### config.mk
export PLATFORM = sky130hd
export DESIGN_NAME = loop_stepper
export DESIGN_NICKNAME = d
export VERILOG_FILES = /design/src/rtl/lstep_pkg.sv /design/src/rtl/lstep_burst_tally.sv /design/src/rtl/lstep_bcd_iter.sv /design/src/rtl/lstep_strobe_drv.sv /design/src/rtl/loop_stepper.sv
export SDC_FILE = /design/constraint.sdc
export NUM_CORES = 1
export LEC_CHECK = 0
export ABC_AREA = 1
export BUFFER_PORTS_ARGS = -buffer_cell sky130_fd_sc_hd__buf_2
export CORE_ASPECT_RATIO = 1.5
export CORE_MARGIN = 2
export CORE_UTILIZATION = 53
export CTS_CLUSTER_DIAMETER = 120
export DETAILED_ROUTE_END_ITERATION = 10
export GPL_ROUTABILITY_DRIVEN = 0
export HOLD_SLACK_MARGIN = 0.12
export PLACE_DENSITY = 0.79
export SETUP_SLACK_MARGIN = 0.05
export SYNTH_ARGS = -nofsm -noshare
export SYNTH_HDL_FRONTEND = slang
export SYNTH_HIERARCHICAL = 1
export SYNTH_SLANG_ARGS = --single-unit
### constraint.sdc
create_clock -name clk -period 3.9 [get_ports clk]
set_input_delay 0.39 -clock clk [delete_from_list [all_inputs] [get_ports clk]]
set_output_delay 0.39 -clock clk [all_outputs]
set_load 0.02 [all_outputs]
### src/rtl/lstep_pkg.sv
package lstep_pkg;
  // one BCD digit step: returns {carry_out, digit}
  function automatic logic [4:0] bcd_digit_step(input logic [3:0] d, input logic cin);
    if (!cin)
      return {1'b0, d};
    else if (d == 4'd9)
      return {1'b1, 4'd0};
    else
      return {1'b0, d + 4'd1};
  endfunction
endpackage

### src/rtl/lstep_burst_tally.sv
module lstep_burst_tally #(
  parameter int NUM_STAGES = 6,
  localparam int STG_W = $clog2(NUM_STAGES)
) (
  input  logic             clk,
  input  logic             rst_n,
  input  logic             clr,
  input  logic             dir_pulse,
  input  logic             dir_done,
  input  logic             consume,
  output logic             sel_valid,
  output logic [STG_W-1:0] sel_stage
);
  localparam logic [STG_W-1:0] BURST_MAX = STG_W'(NUM_STAGES - 1);

  logic [STG_W-1:0] tally_q;
  logic [STG_W-1:0] tally_inc;

  // saturating count including a pulse in this cycle
  assign tally_inc = (dir_pulse && tally_q != BURST_MAX) ? tally_q + STG_W'(1) : tally_q;

  always_ff @(posedge clk or negedge rst_n) begin
    if (!rst_n) begin
      tally_q   <= '0;
      sel_valid <= 1'b0;
      sel_stage <= '0;
    end else if (clr) begin
      tally_q   <= '0;
      sel_valid <= 1'b0;
      sel_stage <= '0;
    end else begin
      if (dir_done) begin
        tally_q   <= '0;
        sel_valid <= 1'b1;
        sel_stage <= tally_inc;
      end else begin
        tally_q <= tally_inc;
        if (consume)
          sel_valid <= 1'b0;
      end
    end
  end
endmodule

### src/rtl/lstep_bcd_iter.sv
module lstep_bcd_iter #(
  parameter int LIMIT_DIGITS = 2,
  localparam int CNT_W = 4 * LIMIT_DIGITS
) (
  input  logic             clk,
  input  logic             rst_n,
  input  logic             clr,
  input  logic             step,
  input  logic             restart,
  input  logic [CNT_W-1:0] limit,
  output logic [CNT_W-1:0] count,
  output logic             hit
);
  import lstep_pkg::*;

  logic [CNT_W-1:0]      base;
  logic [CNT_W-1:0]      next;
  logic [LIMIT_DIGITS:0] carry;

  assign base     = restart ? '0 : count;
  assign carry[0] = 1'b1;

  for (genvar g = 0; g < LIMIT_DIGITS; g++) begin : g_digit
    logic [4:0] r;
    assign r                 = bcd_digit_step(base[4*g +: 4], carry[g]);
    assign next[4*g +: 4]    = r[3:0];
    assign carry[g+1]        = r[4];
  end

  // an all-zero limit matches only on roll-over: full range
  assign hit = (next == limit);

  always_ff @(posedge clk or negedge rst_n) begin
    if (!rst_n)
      count <= '0;
    else if (clr)
      count <= '0;
    else if (step)
      count <= hit ? '0 : next;
  end
endmodule

### src/rtl/lstep_strobe_drv.sv
module lstep_strobe_drv #(
  parameter int NUM_STAGES = 6,
  localparam int STG_W = $clog2(NUM_STAGES)
) (
  input  logic                  clk,
  input  logic                  rst_n,
  input  logic                  fire,
  input  logic [STG_W-1:0]      idx,
  output logic [NUM_STAGES-1:0] strobe
);
  for (genvar g = 0; g < NUM_STAGES; g++) begin : g_line
    always_ff @(posedge clk or negedge rst_n) begin
      if (!rst_n)
        strobe[g] <= 1'b0;
      else
        strobe[g] <= fire && (idx == STG_W'(g));
    end
  end
endmodule

### src/rtl/loop_stepper.sv
module loop_stepper #(
  parameter int NUM_STAGES   = 6,
  parameter int LIMIT_DIGITS = 2,
  localparam int STG_W = $clog2(NUM_STAGES),
  localparam int CNT_W = 4 * LIMIT_DIGITS
) (
  input  logic                        clk,
  input  logic                        rst_n,
  input  logic                        clr,
  input  logic                        pgm_pulse,
  input  logic                        dir_pulse,
  input  logic                        dir_done,
  input  logic [STG_W:0]              stages_used,
  input  logic [NUM_STAGES*CNT_W-1:0] stage_limit,
  output logic [NUM_STAGES-1:0]       strobe,
  output logic [STG_W-1:0]            cur_stage,
  output logic [CNT_W-1:0]            iter_count
);
  logic             step;
  logic             sel_valid;
  logic [STG_W-1:0] sel_stage;
  logic [STG_W-1:0] eff_stage;
  logic [CNT_W-1:0] eff_limit;
  logic             hit;
  logic [STG_W:0]   succ;

  assign step      = pgm_pulse && !clr;
  assign eff_stage = sel_valid ? sel_stage : cur_stage;
  assign succ      = {1'b0, eff_stage} + {{STG_W{1'b0}}, 1'b1};

  always_comb begin
    eff_limit = '0;
    for (int i = 0; i < NUM_STAGES; i++)
      if (eff_stage == STG_W'(i))
        eff_limit = stage_limit[i*CNT_W +: CNT_W];
  end

  lstep_burst_tally #(.NUM_STAGES(NUM_STAGES)) u_tally (
    .clk(clk), .rst_n(rst_n), .clr(clr),
    .dir_pulse(dir_pulse), .dir_done(dir_done), .consume(step),
    .sel_valid(sel_valid), .sel_stage(sel_stage)
  );

  lstep_bcd_iter #(.LIMIT_DIGITS(LIMIT_DIGITS)) u_iter (
    .clk(clk), .rst_n(rst_n), .clr(clr), .step(step),
    .restart(sel_valid), .limit(eff_limit),
    .count(iter_count), .hit(hit)
  );

  lstep_strobe_drv #(.NUM_STAGES(NUM_STAGES)) u_strobe (
    .clk(clk), .rst_n(rst_n), .fire(step), .idx(eff_stage), .strobe(strobe)
  );

  always_ff @(posedge clk or negedge rst_n) begin
    if (!rst_n)
      cur_stage <= '0;
    else if (clr)
      cur_stage <= '0;
    else if (step) begin
      if (!hit)
        cur_stage <= eff_stage;
      else if (succ >= stages_used)
        cur_stage <= '0;
      else
        cur_stage <= succ[STG_W-1:0];
    end
  end
endmodule

======== After elaboration in Yosys (flattened, before gate mapping) ========
Index checks and enable logic that the tools add are counted.
word-level totals
  bits in writable memories ............... 0
  latch bits .............................. 0
  output and inout bits ................... 17
  register bits ........................... 24
  logic and storage cells ................. 64
  memories ................................ 0
  input port bits ......................... 58
  memory bits (read-only) ................. 0
cells by class
  div/mod/pow operators ................... 0
  reduce and logical (&&, ||, !) cells .... 13
  bitwise gates (word level) .............. 0
  mux-type cells .......................... 26
  order comparisons ....................... 1
  add/sub/neg operators ................... 4
  multipliers ............................. 0
  equality and inequality tests ........... 9
  shifts and indexed selects .............. 0
operator list
  kind                                                  number
  2-to-1 mux 8 bit                                      10
  2-to-1 mux 3 bit                                      10
  adder 4 x 1 -> 4 bit (second input constant)          2
  equality test 4 bit (second input constant)           2
  equality test 8 bit                                   1
  logical AND 1 bit                                     8
  2-to-1 mux 4 bit                                      2
  equality test 3 x 2 -> 1 bit (second input constant)  2
  equality test 3 bit (second input constant)           2
  2-to-1 mux 5 bit                                      1
  adder 3 x 1 -> 4 bit (second input constant)          1
  >= comparator 4 bit                                   1
  nonzero test 2 bit                                    2
  adder 3 x 1 -> 3 bit (second input constant)          1
  equality test 3 x 1 -> 1 bit (second input constant)  1
  logical NOT 3 bit                                     1
  2-to-1 mux 1 bit                                      3
  != test 3 bit (second input constant)                 1
  nonzero test 3 bit                                    1
  logical NOT 1 bit                                     1

======== Logic depth before layout (Yosys ltp) ========
Gate-level depths: netlist of run 1.
  word-level depth ........................ 12
  depth in mapped cells ................... 25
  gate-level depth less buffers ........... 24

======== By module ========
The synthesis of run 1 kept the hierarchy.
by module, submodules not included
  module             cells an instance  instances  sequential area each (um2)  area an instance (um2)
  loop_stepper       223                1          75.1                        1172.4
  lstep_bcd_iter     124                1          200.2                       789.5
  lstep_burst_tally  48                 1          175.2                       357.8
  lstep_strobe_drv   21                 1          150.1                       209.0

======== Worst setup path before layout of run 1 ========
Ideal clock, no wire load.
  kind .................................... flip-flop to flip-flop
  start point ............................. reg u_tally.sel_valid
  end point ............................... reg cur_stage[1]
  clock period less this slack ............ 3184 ps
  required time ........................... 3835 ps
  arrival ................................. 3119 ps
  library setup time ...................... 65 ps
  path buffers ............................ 2
  cell stages (with the launch flop) ...... 25
  setup slack ............................. 716 ps
  cell sequence ........................... dfrtp_1 -> inv_2 -> or2_2 -> o21a_1 -> inv_1 -> ha_1 -> buf_2 -> clkbuf_1 -> nand4_1 -> nand2_1 -> nand2_1 -> nand2_1 -> nand2_1 -> a21oi_2 -> xnor2_1 -> nand2_1 -> nor2_1 -> nand3_2 -> nor2_4 -> nand2_4 -> inv_1 -> nand4_1 -> o21ai_0 -> nand2_1 -> nand2_1
between the ends
  cells in the longest elaborated chain, start to end .. 12
  elaborated cells on any way between the ends .. 28
  classes of those cells .................. 3 x add/sub; 1 x order compare; 8 x eq/ne; 15 x mux; 1 x reduce/logical
RTL lines
  element                        line                     text
  start: declaration             lstep_burst_tally.sv:11  output logic sel_valid,
  start signal: assignment       lstep_burst_tally.sv:25  sel_valid <= 1'b0;
  start signal: assignment       lstep_burst_tally.sv:29  sel_valid <= 1'b0;
  start signal: assignment       lstep_burst_tally.sv:34  sel_valid <= 1'b1;
  2-to-1 mux 3 bit (*)           loop_stepper.sv:28       assign eff_stage = sel_valid ? sel_stage : cur_stage;
  via eff_stage[1]               loop_stepper.sv:22       logic [STG_W-1:0] eff_stage;
  logical NOT 3 bit              loop_stepper.sv:34       if (eff_stage == STG_W'(i))
  2-to-1 mux 8 bit (5 in a row)  loop_stepper.sv:34
  2-to-1 mux 8 bit (*)           loop_stepper.sv:34
  via eff_limit[0]               loop_stepper.sv:23       logic [CNT_W-1:0] eff_limit;
  equality test 8 bit (*)        lstep_bcd_iter.sv:31     assign hit = (next == limit);
  via hit                        loop_stepper.sv:24       logic hit;
  2-to-1 mux 3 bit (*)           loop_stepper.sv:60       if (!hit)
  2-to-1 mux 3 bit (*)           loop_stepper.sv:59       else if (step) begin
  2-to-1 mux 3 bit (*)           loop_stepper.sv:57       else if (clr)
  end signal: assignment         loop_stepper.sv:61       cur_stage <= eff_stage;
  end signal: assignment         loop_stepper.sv:65       cur_stage <= succ[STG_W-1:0];
  end: declaration               loop_stepper.sv:16       output logic [STG_W-1:0] cur_stage,
Mark *: on every way through the listed nets, which the timed path passes. The rest lies on a longest branch. The select of a mux whose other input is x is not followed.
A chain may end at the register's enable or synchronous reset.

======== Final worst setup path of run 1 ========
Same ends and word-level chain as after synthesis.

==> metrics, run 1 <==
status completed; DRC violations left 0; Netlist cell types 29; endpoints failing hold 0; PnR worst setup slack 0.518 ns; sequential area share after synthesis 0.238; total CTS buffers 3; Die W 60.4 microns; RSZ-0062 raised after global routing false; share of layout cells above drive strength 1 0.264; Pre-antenna DRT Iters 4; placed insts 544; skew final 0.00350 ns; drt first-iter violations 155; first-pass GRT wire length 10000 microns; Ys Warns 6; Site Rows 30; Layout area overhead 17.3%; Reg clk slew, reported paths 0.08 ns; area of the mapped netlist 2530 sq um; CP dominant cell by count nand2_1; CTS tree done; setup repair bufs after CTS 0; crit-path cells inv_2 -> or2_2 -> o21a_1 -> inv_1 -> ha_1 -> buf_4 -> nand3_1 -> nand2_1 -> inv_1 -> a21oi_2 -> xnor2_1 -> nand2_1 -> nor2_1 -> nand3_2 -> nor2_4 -> nand2_4 -> inv_1 -> nand4_1 -> o21ai_0 -> nand2_1 -> nand2_1; Hold Crit Class in2reg; CTS H-tree lvls 1; DIE HEIGHT 88.6 microns; Avg WL per Cell 11.0 microns; Overall Global Routing Usage 0.239; ant diodes 0; nets 554; leak pwr 1.74 nW; number of synthesized register bits 24; Syn Area/Cell 6.08 sq um; dpl hpwl 4920 microns; Required @ worst endpoint 4.11 ns; Crit-path slowest cell dfrtp_1; remaining antenna violation count 0; num ports 75; fin crit share 0.867; Clk Latency, worst-skew pair 0.26 ns; vias in the first global route 2381; Syn Nets 484; Slew Limit Fails 0; Non-Filler Instances 549; Port Buffers 74; Slew @ Worst Pin 0.557 ns; Peak VDD IR 0.211 mV; CP max FO 10; Overflow after GRT 0; initial antenna violation count 0; Final Critical Period 3.38 ns; Worst Path Arrival 3.59 ns; Setup violations, final 0; Vias/cell 4.93; CP max stage delay 0.54 ns; die area 5350 sq um; Critical Path Start Type register; setup TNS 0 ns; kind of end point of the critical path register; CTS root buf clkbuf_8; dpl ws 0.404 ns; Syn Inst Count 416; CTS Sinks 24; relative slew slack 0.627; Pwr Density 246 nW/um^2; Starting Density 0.557; core footprint 4540 sq um; final wirelength 6050 microns; max cap viols 0; largest net degree at the start of global routing 25; Crit Path Class reg2reg; top achievable clock speed 296 MHz; CTS Buffer Depth 2; detailed-route via count 2709
-- flip-flops by register name (all words and copies together) (netlist names) --
register and cells:
cur_stage 3, u_iter/count 8, u_strobe/strobe 6, u_tally/sel_stage 3, u_tally/sel_valid 1, u_tally/tally_q 3
-- per-stage QoR --
stage                      util  cell area, sq um  total power [mW]  hold WS, ns
after CTS                 0.653              2960             0.733        0.358
after detailed placement  0.638              2900             0.566        0.400
after floorplan               -              2530             0.491       0.0944
after global routing      0.653              2970             0.788        0.377
final                     0.653              2970             0.730        0.367
after global placement    0.638              2900             0.561        0.393
-- per-layer routing --
layer	up-vias	routed length [microns]	track usage
li1	1411	-	-
met5	-	0	0
met1	1211	2480	0.294
met4	0	68	0.0465
met3	11	224	0.0219
met2	76	3270	0.444
-- report_power, final --
| part | internal (mW) | leakage (nW) | switching [mW] |
|---|---|---|---|
| Combinational | 0.110 | 1.38 | 0.179 |
| Sequential | 0.259 | 0.328 | 0.0141 |
| Clock | 0.0901 | 0.0288 | 0.0769 |
| Total | 0.459 | 1.74 | 0.270 |
-- area by class of cell --
cell class	instances	area (sq um)
tap	64	80.1
clock buffer	4	55.1
inverter	74	278
sequential	24	601
timing repair buffer	77	395
fill	443	1580
multi-input combinational	306	1560
-- cells in the mapped netlist (all sizes together) --
cell type,number,area (sq um)
a21oi,13,95.1
buf,11,91.3
clkbuf,1,3.75
dfrtp,24,601
ha,10,125
inv,74,278
nand2,155,637
nand3,42,250
nand3b,2,15.0
nand4,12,75.1
nor2,51,236
nor3,1,5.00
o21a,1,7.51
o21ai,15,78.8
or2,2,12.5
xnor2,1,8.76
xor2,1,8.76
-- cells by family (layout without fill, tap and decap cells) --
group | count (synthesis) | after routing | share of synthesized area
flip-flops | 24 | 24 | 0.238
adder cells (fa/ha/maj) | 10 | 10 | 0.0495
XOR/XNOR | 2 | 2 | 0.00693
buffers and inverters | 86 | 155 | 0.147
AO/OA/AOI/OAI | 29 | 29 | 0.0717
AND/OR/NAND/NOR | 265 | 265 | 0.487
-- worst paths after layout --
path,from,cells after the start,to,slack [ns]
hold reg to reg,u_tally/sel_stage[0]$_DFFE_PN0P_,2,u_tally/sel_stage[0]$_DFFE_PN0P_,0.49
min in group asynchronous,rst_n,2,u_tally/tally_q[1]$_DFF_PN0_,0.63
hold / removal,clr,2,u_tally/sel_valid$_DFFE_PN0P_,0.37
max in group asynchronous,rst_n,2,u_strobe/strobe[0]$_DFF_PN0_,2.92
setup reg to reg,u_tally/sel_valid$_DFFE_PN0P_,21,cur_stage[1]$_DFFE_PN0P_,0.52
setup / recovery,u_tally/sel_valid$_DFFE_PN0P_,21,cur_stage[1]$_DFFE_PN0P_,0.52
-- cell usage in the layout, fill, tap and decap left out, drive strengths merged --
master         n
a21oi         13
dlygate4sd3    1
nand2        155
dfrtp         24
buf           76
or2            2
o21a           1
clkbuf         4
nand3b         2
nor2          51
ha            10
o21ai         15
xor2           1
inv           74
nor3           1
nand3         42
xnor2          1
nand4         12
-- critical path: cells and delay by family, from the launching register on --
family | cells | cell delay [ns]
AOI/OAI and AO/OA | 3 | 0.51
DFF | 1 | 0.54
xor gates and xnor gates | 1 | 0.12
buffers and inverters | 5 | 0.61
and+or+nand+nor | 11 | 1.18
adders and majority gates | 1 | 0.36
-- timing repair --
item / CTS / global route
hold endpoints to repair: 24 / 0
gates resized for setup: 0 / 1
hold buffers: 1 / 0
setup endpoints to repair: 0 / 3
No activity file was read; power rests on OpenSTA's default activity.
==> run 2: changes to the inputs <==
--- a/config.mk
+++ b/config.mk
@@ -9,14 +9,13 @@
 export BUFFER_PORTS_ARGS = -buffer_cell sky130_fd_sc_hd__buf_2
 export CORE_ASPECT_RATIO = 1.5
 export CORE_MARGIN = 2
-export CORE_UTILIZATION = 53
-export CTS_CLUSTER_DIAMETER = 120
+export CORE_UTILIZATION = 52
+export CTS_CLUSTER_DIAMETER = 150
 export DETAILED_ROUTE_END_ITERATION = 10
 export GPL_ROUTABILITY_DRIVEN = 0
 export HOLD_SLACK_MARGIN = 0.12
-export PLACE_DENSITY = 0.79
+export PLACE_DENSITY = 0.78
 export SETUP_SLACK_MARGIN = 0.05
 export SYNTH_ARGS = -nofsm -noshare
 export SYNTH_HDL_FRONTEND = slang
-export SYNTH_HIERARCHICAL = 1
 export SYNTH_SLANG_ARGS = --single-unit
==> metrics, run 2 <==
Design Area, Final 2780 sq um (-6.2%); Vias/cell 5.11 (+3.6%); skew final 0.00595 ns (+0.00245 ns); storage element area 601 sq um (unchanged); sequential area share after synthesis 0.258 (+0.0204); Endpoint, Worst Hold u_tally.sel_valid$_DFFE_PN0P_; Peak VDD IR 0.118 mV (-44%); top achievable clock speed 301 MHz (+1.7%); CTS Sinks 24 (unchanged); leak pwr 1.72 nW (-0.75%); dpl hpwl 4760 microns (-3.2%); Layout area overhead 19.5%; Required @ worst endpoint 4.05 ns (-0.06 ns); DRC violations left 2 (+2); met3 wire len 354 microns (+58%); R2R setup slack 0.57 ns (+0.06 ns); Netlist cell types 30 (+3.4%); Overall Global Routing Usage 0.243 (+0.00409); Syn Nets 452 (-6.6%); drt first-iter violations 84 (-46%); RSZ-0062 raised after global routing false; reg2reg end u_iter.count[4]$_DFFE_PN0P_; Top Layer Used met4; Min Hold Slack 0.422 ns (+0.0550 ns); Slew @ Worst Pin 0.794 ns (+0.237 ns); Hold Path Depth 3 (+1); Die W 58.6 microns (-2.9%); Synth Flop Type dfrtp_1; kind of end point of the critical path register; Worst Path Arrival 3.48 ns (-0.11 ns); Filler Cell Count 425 (-4.1%); cell taking the most area after synthesis dfrtp_1; relative slew slack 0.469 (-0.158); Setup violations, final 0 (unchanged); ant diodes 0 (unchanged); initial antenna violation count 0 (unchanged); DIE HEIGHT 86.0 microns (-3.0%); Syn Area/Cell 6.14 sq um (+1.1%); synth cell count leaders 123 x nand2_1, 67 x inv_1, 42 x nand3_1, 25 x nor2_1, 24 x dfrtp_1; CTS H-tree lvls 1 (unchanged); area of the mapped netlist 2330 sq um (-7.9%); max reg flops 8 (unchanged); main area contributors after synthesis dfrtp_1 26%, nand2_1 20%, inv_1 11%; Syn Inst Count 379 (-8.9%); Crit Path Class reg2reg; max cap viols 0 (unchanged); Hold Crit Class in2reg; setup TNS 0 ns (unchanged); die area 5040 sq um (-5.8%); share of layout cells above drive strength 1 0.241 (-0.0234); Avg WL per Cell 11.7 microns (+6.2%); largest net degree at the start of global routing 25 (unchanged); violated checks DRC; Overflow after GRT 0 (unchanged); Yosys top cell area share 0.258 (+0.0204); Placed Area 2700 sq um (-6.9%); Final Critical Period 3.33 ns (-0.0561 ns); Reg2Reg Depth 19 (-9.5%); Regs by FF count u_iter.count: 8 flops, u_strobe.strobe: 6 flops; Starting Density 0.544 (-0.0129); Pre-antenna DRT Iters 9 (+5); fin crit share 0.853 (-0.0144); Slew Limit Fails 0 (unchanged); num ports 75 (unchanged); CP max FO 16 (+6); total CTS buffers 3 (unchanged); most frequent cell after synthesis nand2_1; Async SR Flop Fraction 1.00 (unchanged); Reg clk slew, reported paths 0.09 ns (about the same); Clk Latency, worst-skew pair 0.27 ns (about the same); area occupied by multi-input gates 1390 sq um (-11%); setup repair bufs after CTS 0 (unchanged); CTS root buf clkbuf_8; Critical Path Start Type register; most frequent cells in the layout 123 x nand2_1, 74 x buf_2, 67 x inv_1, 42 x nand3_1, 25 x nor2_1; status finished, violations left; detailed-route via count 2530 (-6.6%); CTS Buffer Depth 2 (unchanged); metal2 WL 2980 microns (-8.8%); Biggest register u_iter.count; R2R Path Start u_tally.sel_valid$_DFFE_PN0P_; EDFF count, synth 0 (unchanged); Ys Warns 0 (-6); number of synthesized register bits 24 (unchanged); remaining antenna violation count 0 (unchanged); Pwr Density 286 nW/um^2 (+16%); vias in the first global route 2401 (+0.84%); nets 523 (-5.6%); Port Buffers 74 (unchanged); final wirelength 5790 microns (-4.2%); core footprint 4280 sq um (-5.7%); CTS tree done; hold_sp dir_done; Site Rows 29 (-3.3%); endpoints failing hold 0 (unchanged); metal1 wirelength 2300 microns (-7.5%); most common cell after layout, fill and taps aside nand2_1; first-pass GRT wire length 9870 microns (-1.4%)
## run 2: timing repair
item                                   4_1_cts  5_1_grt
hold buffers                                 1        0
endpoints found under the hold margin       24        0
gates resized for setup                      0        1
setup endpoints to repair                    0        5
## run 2: area by class of cell
type,instances,share of cell area
clock buffer,3,0.0148
clock inverter,1,0.0108
inverter,71,0.0967
multi-input combinational,273,0.499
sequential,24,0.216
tap,46,0.0207
timing repair buffer,77,0.142
## run 2: worst max path at each step
stage / start / end / slack (ns) / cells after the start
after floorplan: u_tally.sel_valid$_DFFE_PN0P_ / u_iter.count[4]$_DFFE_PN0P_ / 0.94 / 22
after global placement: u_tally.sel_valid$_DFFE_PN0P_ / u_iter.count[2]$_DFFE_PN0P_ / 0.70 / 18
after detailed placement: u_tally.sel_valid$_DFFE_PN0P_ / u_iter.count[2]$_DFFE_PN0P_ / 0.54 / 18
after CTS: u_tally.sel_valid$_DFFE_PN0P_ / u_iter.count[4]$_DFFE_PN0P_ / 0.50 / 18
after global routing: u_tally.sel_valid$_DFFE_PN0P_ / u_iter.count[4]$_DFFE_PN0P_ / 0.14 / 19
final: u_tally.sel_valid$_DFFE_PN0P_ / u_iter.count[4]$_DFFE_PN0P_ / 0.57 / 19
## run 2: worst max-delay path, stage by stage (launching register included)
cell,delay [ns]
dfrtp_1,0.72
nand2_1,0.16
o21ai_1,0.27
inv_1,0.12
ha_1,0.20
ha_1,0.29
inv_1,0.25
o21ai_1,0.11
inv_1,0.07
nand2_1,0.04
nand2_1,0.05
nand2_1,0.05
nand2_1,0.09
nand3_1,0.07
nand2_1,0.07
nand2_1,0.06
nor2_2,0.18
nand2_2,0.18
nand3_1,0.13
o21ai_0,0.09
## run 2: stage by stage
stage,instances,setup slack (ns),utilization,power (mW)
2_1_floorplan,379,0.941,-,0.496
3_3_place_gp,490,0.699,0.631,0.576
3_5_place_dp,490,0.540,0.631,0.580
4_1_cts,495,0.503,0.650,0.796
5_1_grt,495,0.137,0.650,0.859
6_report,495,0.574,0.650,0.796
## run 2: power breakdown
part	total [mW]	switching, mW	internal [mW]
Combinational	0.311	0.196	0.115
Clock	0.218	0.0807	0.137
Sequential	0.266	0.00937	0.257
## run 2: logic make-up after synthesis
kind of cell,Yosys count,share of synthesized area
and+or+nand+nor,226,0.440
DFF,24,0.258
buffers and inverters,82,0.146
adders and majority gates,15,0.0806
xor gates and xnor gates,2,0.00752
AOI/OAI and AO/OA,30,0.0677
## run 2: layer usage
layer,vias to the layer above,track usage
met1,1095,0.280
met4,0,0.0971
met5,-,0
li1,1305,-
met2,113,0.446
met3,17,0.0226
